==> src/rtl/core_idle_fsm.sv <==
module core_idle_fsm (
  input  logic       clk,
  input  logic       rst_n,
  input  logic       core_reset,
  input  logic       halt_req,
  input  logic       mwait_req,
  input  logic [2:0] mwait_hint,
  input  logic       lvl_rd_req,
  input  logic [2:0] lvl_rd_idx,
  input  logic       monitor_arm,
  input  logic       monitor_hit,
  input  logic       wake_smi,
  input  logic       wake_init,
  input  logic [1:0] wake_lint,
  input  logic       wake_busint,
  input  logic       snoop_req,
  input  logic       snoop_done,
  input  logic       flush_ack,
  output logic [4:0] state_oh,
  output logic       flush_req,
  output logic       clk_stop,
  output logic       snoop_svc,
  output logic       pkg_deep_ok
);

  typedef enum logic [2:0] {S_C0, S_C1, S_C2, S_SNP, S_FL, S_C3, S_C4} st_t;

  st_t        st, st_nx;
  logic       to_c4_q, to_c4_nx;
  logic       mw_c1_q, mw_c1_nx;
  logic       armed_q;
  logic [2:0] req_lvl;
  logic       req_mw;

  wire ext_wake = wake_smi | wake_init | (|wake_lint) | wake_busint;
  wire mon_wake = monitor_hit & armed_q;
  wire any_wake = ext_wake | mon_wake;

  always_comb begin
    req_lvl = 3'd0;
    req_mw  = 1'b0;
    if (lvl_rd_req && lvl_rd_idx >= 3'd2 && lvl_rd_idx <= 3'd4)
      req_lvl = lvl_rd_idx;
    else if (mwait_req && mwait_hint >= 3'd1 && mwait_hint <= 3'd4) begin
      req_lvl = mwait_hint;
      req_mw  = 1'b1;
    end else if (halt_req)
      req_lvl = 3'd1;
  end

  always_comb begin
    st_nx    = st;
    to_c4_nx = to_c4_q;
    mw_c1_nx = mw_c1_q;
    unique case (st)
      S_C0: begin
        case (req_lvl)
          3'd1: begin st_nx = S_C1; mw_c1_nx = req_mw; end
          3'd2: st_nx = S_C2;
          3'd3: begin st_nx = S_FL; to_c4_nx = 1'b0; end
          3'd4: begin st_nx = S_FL; to_c4_nx = 1'b1; end
          default: ;
        endcase
      end
      S_C1:  if (ext_wake || (mw_c1_q && mon_wake)) st_nx = S_C0;
      S_C2: begin
        if (any_wake)       st_nx = S_C0;
        else if (snoop_req) st_nx = S_SNP;
      end
      S_SNP: if (snoop_done) st_nx = S_C2;
      S_FL: begin
        if (any_wake)       st_nx = S_C0;
        else if (flush_ack) st_nx = to_c4_q ? S_C4 : S_C3;
      end
      S_C3, S_C4: if (any_wake) st_nx = S_C0;
      default: st_nx = S_C0;
    endcase
    if (core_reset) st_nx = S_C0;
  end

  always_ff @(posedge clk or negedge rst_n) begin
    if (!rst_n) begin
      st      <= S_C0;
      to_c4_q <= 1'b0;
      mw_c1_q <= 1'b0;
      armed_q <= 1'b0;
    end else begin
      st      <= st_nx;
      to_c4_q <= to_c4_nx;
      mw_c1_q <= mw_c1_nx;
      if (core_reset)       armed_q <= 1'b0;
      else if (monitor_arm) armed_q <= 1'b1;
      else if (monitor_hit) armed_q <= 1'b0;
    end
  end

  assign state_oh[0]  = (st == S_C0) || (st == S_FL);
  assign state_oh[1]  = (st == S_C1);
  assign state_oh[2]  = (st == S_C2) || (st == S_SNP);
  assign state_oh[3]  = (st == S_C3);
  assign state_oh[4]  = (st == S_C4);
  assign flush_req    = (st == S_FL);
  assign clk_stop     = (st == S_C3) || (st == S_C4);
  assign snoop_svc    = (st == S_SNP);
  assign pkg_deep_ok  = (st == S_C4);

endmodule

==> config.mk <==
export PLATFORM = sky130hd
export DESIGN_NAME = core_idle_fsm
export DESIGN_NICKNAME = d
export VERILOG_FILES = /design/src/rtl/core_idle_fsm.sv
export SDC_FILE = /design/constraint.sdc
export NUM_CORES = 1
export LEC_CHECK = 0
export BUFFER_PORTS_ARGS = -buffer_cell sky130_fd_sc_hd__buf_4
export CORE_MARGIN = 1.5
export CORE_UTILIZATION = 45
export DETAILED_ROUTE_END_ITERATION = 16
export PLACE_DENSITY = 0.8
export SETUP_SLACK_MARGIN = 0.2
export SKIP_CTS_REPAIR_TIMING = 1
export SLEW_MARGIN = 15
export SYNTH_ARGS = -nofsm -noshare
export SYNTH_HDL_FRONTEND = slang
export SYNTH_SLANG_ARGS = --single-unit
==> constraint.sdc <==
create_clock -name clk -period 2.2 [get_ports clk]
set_input_delay 0 -clock clk [delete_from_list [all_inputs] [get_ports clk]]
set_output_delay 0 -clock clk [all_outputs]
set_load 0.005 [all_outputs]
* Word level (Yosys, flattened, before mapping) *
Cells that the tools add are included.

cells by class
  order comparisons = 4
  equal/unequal tests = 16
  muxes and demuxes = 20
  bitwise logic cells = 5
  reductions and logical operators = 18

operators with widths
  operator                                                                             count
  3-bit two-way mux                                                                    10
  3-bit case mux with 6 select lines                                                   1
  3-bit by 2-bit equality test with 1-bit output, second input constant                4
  3-bit equality test, second input constant                                           4
  3-bit case mux with 3 select lines                                                   1
  3-bit by 1-bit equality test with 1-bit output, second input constant                2
  3-bit <= comparator, second input constant                                           2
  1-bit two-way mux                                                                    6
  3-bit != test, second input constant                                                 2
  6-bit AND reduction                                                                  1
  2-bit OR reduction                                                                   3
  1-bit logical AND                                                                    5
  5-bit by 3-bit != test with 1-bit output, second input constant                      1
  1-bit logical OR                                                                     4
  4-bit by 3-bit != test with 1-bit output, second input constant                      1
  4-bit != test, second input constant                                                 1
  1-bit OR                                                                             4
  2-bit AND reduction                                                                  2
  3-bit by 1-bit greater-or-equal comparator with 1-bit output, second input constant  1
  3-bit by 2-bit greater-or-equal comparator with 1-bit output, second input constant  1
  3-bit zero test                                                                      1
  3-bit by 2-bit != test with 1-bit output, second input constant                      1
  3-bit nonzero test                                                                   1
  2-bit two-way mux                                                                    1
  3 further kinds                                                                      3

word-level totals
  register bits after elaboration = 6
  input bits = 22
  output and inout bits = 9

* Logic depth before layout (Yosys ltp) *
  depth in word-level cells = 10
  mapped depth = 6
  gate-level depth less buffers = 5

* Worst setup path before layout *
OpenSTA, ideal clock, no wires.

  path kind = register to register
  from = register st[1]
  to = register st[0]
  setup time = 0.125 ns
  arrival time = 1.650 ns
  data required time = 2.075 ns
  path slack = 0.425 ns
  cell stages (with the launch flop) = 7
  path buffers = 1
  period minus slack after synthesis = 1.775 ns
  cells stage by stage = dfrtp_1 -> buf_6 -> or3_4 -> nor3_4 -> and4_1 -> a211oi_1 -> mux2_4

between the ends
  cells in the longest elaborated chain, start to end = 4
  elaborated cells between the ends (all ways) = 17

ends and longest elaborated chain
  element                                                                        line  RTL
  from (decl)                                                                    28    st_t st, st_nx;
  from (signal assigned)                                                         88    st <= st_nx;
  3-bit equality test                                                            55    unique case (st)
  2-bit OR reduction                                                             55
  3-bit != test (no line) or 3-bit case mux with 6 select lines (tied branches)  --
  6-bit AND reduction (no line) or 3-bit two-way mux (tied branches)             --

Several ways; a longest one is shown, not always the timed one.
A chain may end at the register's enable or synchronous reset.

* Final worst setup path *
Same ends and word-level chain as after synthesis.

==> qor.csv <==
stage,metric,value,unit
outcome,status,"complete, no violations",
die,die-area,0.00176,mm²
job,maxCapViolCount,0,
grt,grt_pass1_wl,3070,µm
logic_synthesis,synthDistinctLibCells,39,
placement,numPortBuffers,30,
sta,finalSetupViolCount,0,
grt,grt_pass1_vias,761,
logic_synthesis,synth_warnings,0,
layout,multiInputGateArea,479,µm²
logic_synthesis,synthMuxAreaShare,3.85,%
logic_synthesis,synth_compound_area_share,29.5,%
grt,antenna_found_initial,0,
critical_path,critical_path_class,register to register,
critical_path,worst-r2r-setup-slack,320,ps
placement,dp_hpwl,1430,µm
route,drc,0,
layout,layoutNonFillerInstCount,137,
cts,cts.clk_slew.worst_paths,60,ps
logic_synthesis,synth_top_cell_by_area,dfrtp_1,
placement,place_inst,130,
sta,setup_slack,317,ps
placement,gp_congestion,0.827,
power,power.density,509,mW/mm²
logic_synthesis,synthArstFlopShare,100,%
logic_synthesis,synth_area,683,µm²
route,drt_pre_antenna_iters,4,
critical_path,end_kind,register,
logic_synthesis,yosys.area_share.adder,0,%
power,leakagePower,0.000447,µW
layout,area_delta_synth_final,42.3,%
critical_path,worstPathRequired,2340,ps
cts,h-tree-depth,1,
sta,hold_viol,0,
logic_synthesis,synth_seq_cells,6,
sta,max_freq,0.531,GHz
critical_path,start_kind,register,
sta,skew,13.1,ps
route,drtIter0Drc,30,
cts,numClockSinks,6,
grt,grt_overflow_total,0,
die,start_util,50.6,%
logic_synthesis,synth-xor-area-share,2.56,%
logic_synthesis,synth_area_per_cell,7.76,µm²
die,fp.coreArea,0.00135,mm²
min_path,hold_path_class,input port to asynchronous set/reset pin,
route,wl_per_cell,13.7,µm
placement,dp_slack,182,ps
power,irDropWorstVdd,0.550,mV
layout,drive_gt1_share,34.4,%
layout,antennaDiodeCount,0,
sta,final.period_utilization,85.6,%
cts,cts_tree,done,
logic_synthesis,synthTopCellsByCount,"nor2_1 (9), a21oi_1 (8), inv_1 (8)",
logic_synthesis,yosys.area_share.simple,33.9,%
grt,grt_max_degree,13,
layout,regArea,151,µm²
logic_synthesis,yosysMostFrequentCell,nor2_1,
sta,post-route-min-period,1880,ps
logic_synthesis,synth_edf_count,0,
logic_synthesis,synth.area.top_cells,"dfrtp_1 (22%), a21oi_1 (5.9%), nor2_1 (4.9%)",
route,totalWireLength,1870,µm
logic_synthesis,synthFlopType,dfrtp_1,
logic_synthesis,synth_fp_nets,110,
route,vias,805,
route,via_per_inst,5.88,
sta,fin_tns_setup,0,ps
cts,cts_root_buf,clkbuf_4,
sta,maxSlewViolCount,0,
logic_synthesis,synth_top_area_share,22.0,%
grt,grt_usage,22.0,%
die,die_w,42.0,µm
layout,nFillCells,117,
die,die_y,42.0,µm
logic_synthesis,synth_cells,88,
layout,nets,146,
sta,relSlewSlack,72.5,%
route,final_antenna_net_count,0,
logic_synthesis,synth_top_family_by_area,simple AND/OR/NAND/NOR gates,
sta,worstMarginPinSlew,408,ps
cts,clockBufferDepth,2,
critical_path,arrival,2020,ps
cts,numCtsBuffers,3,
die,rows,13,
die,ios,31,
critical_path,critPathMaxFanout,7,
sta,rsz0062_at_grt,no,
cts,insertion_delay,260,ps
logic_synthesis,yosysSeqAreaShare,22.0,%
state kept, by name (all words and copies together) (netlist names):
register / flops
to_c4_q: 1
st: 3
armed_q: 1
mw_c1_q: 1
cell families (layout without fill, tap and decap cells):
group                     after synthesis  after routing
DFF                                     6              6
buffers and inverters                  12             46
xor gates and xnor gates                2              2
muxes                                   2              2
AOI/OAI and AO/OA                      28             28
and+or+nand+nor                        38             38
worst paths after layout:
path / start / depth (start not counted) / to
min in group clk: mwait_hint[0] / 4 / st[1]$_DFFE_PN0P_
setup reg to reg: st[1]$_DFFE_PN0P_ / 5 / st[0]$_DFFE_PN0P_
setup / recovery: st[1]$_DFFE_PN0P_ / 5 / st[0]$_DFFE_PN0P_
hold reg to reg: mw_c1_q$_DFFE_PN0P_ / 1 / mw_c1_q$_DFFE_PN0P_
hold / removal: rst_n / 2 / st[1]$_DFFE_PN0P_
max in group asynchronous: rst_n / 2 / st[2]$_DFFE_PN0P_
cells in the final DEF, fill, tap and decap left out, types with 2 or more instances in the layout:
cell	instances
clkbuf_4	3
nor2b_1	2
o21ai_0	6
nand2_1	7
nand2b_1	2
or3_1	2
buf_4	32
a21oi_1	8
o32ai_1	2
dfrtp_1	5
nand4_1	3
o22ai_1	2
nor2_1	9
o31ai_1	2
and3b_1	2
dlygate4sd3_1	3
inv_1	8
power by group:
group          internal [µW]  total, µW  switching, µW
Clock                   62.2        109           46.4
Sequential               132        157           25.5
Combinational            116        229            112
Total                    311        495            184
through the flow:
stage	cell area (µm²)	hold WS [ps]	total power [µW]	util [%]
2_1_floorplan	683	-296	288	-
5_1_grt	972	120	533	72.0
3_3_place_gp	908	-192	370	67.3
4_1_cts	931	-456	484	69.0
3_5_place_dp	908	-189	375	67.3
6_report	972	109	495	72.0
worst max-delay path, cell delays in order, from the launching register on:
cell and delay (ps):
dfrtp_2 430, nand2b_2 220, o311a_1 340, a2111oi_4 340, a211oi_1 120, mux2_4 320
routing by layer:
layer / global-route usage, % / wire [µm]
met4: 6.45 / 20
met2: 40.0 / 992
met1: 24.1 / 712
met3: 6.96 / 146
met5: 0 / 0
area by class of cell:
| class | instances | share of cell area, % |
|---|---|---|
| multi-input combinational | 70 | 49.3 |
| timing repair buffer | 35 | 27.8 |
| sequential | 6 | 15.6 |
| inverter | 8 | 3.09 |
| clock buffer | 3 | 2.32 |
| tap | 15 | 1.93 |
No activity file was read; power rests on OpenSTA's default activity.
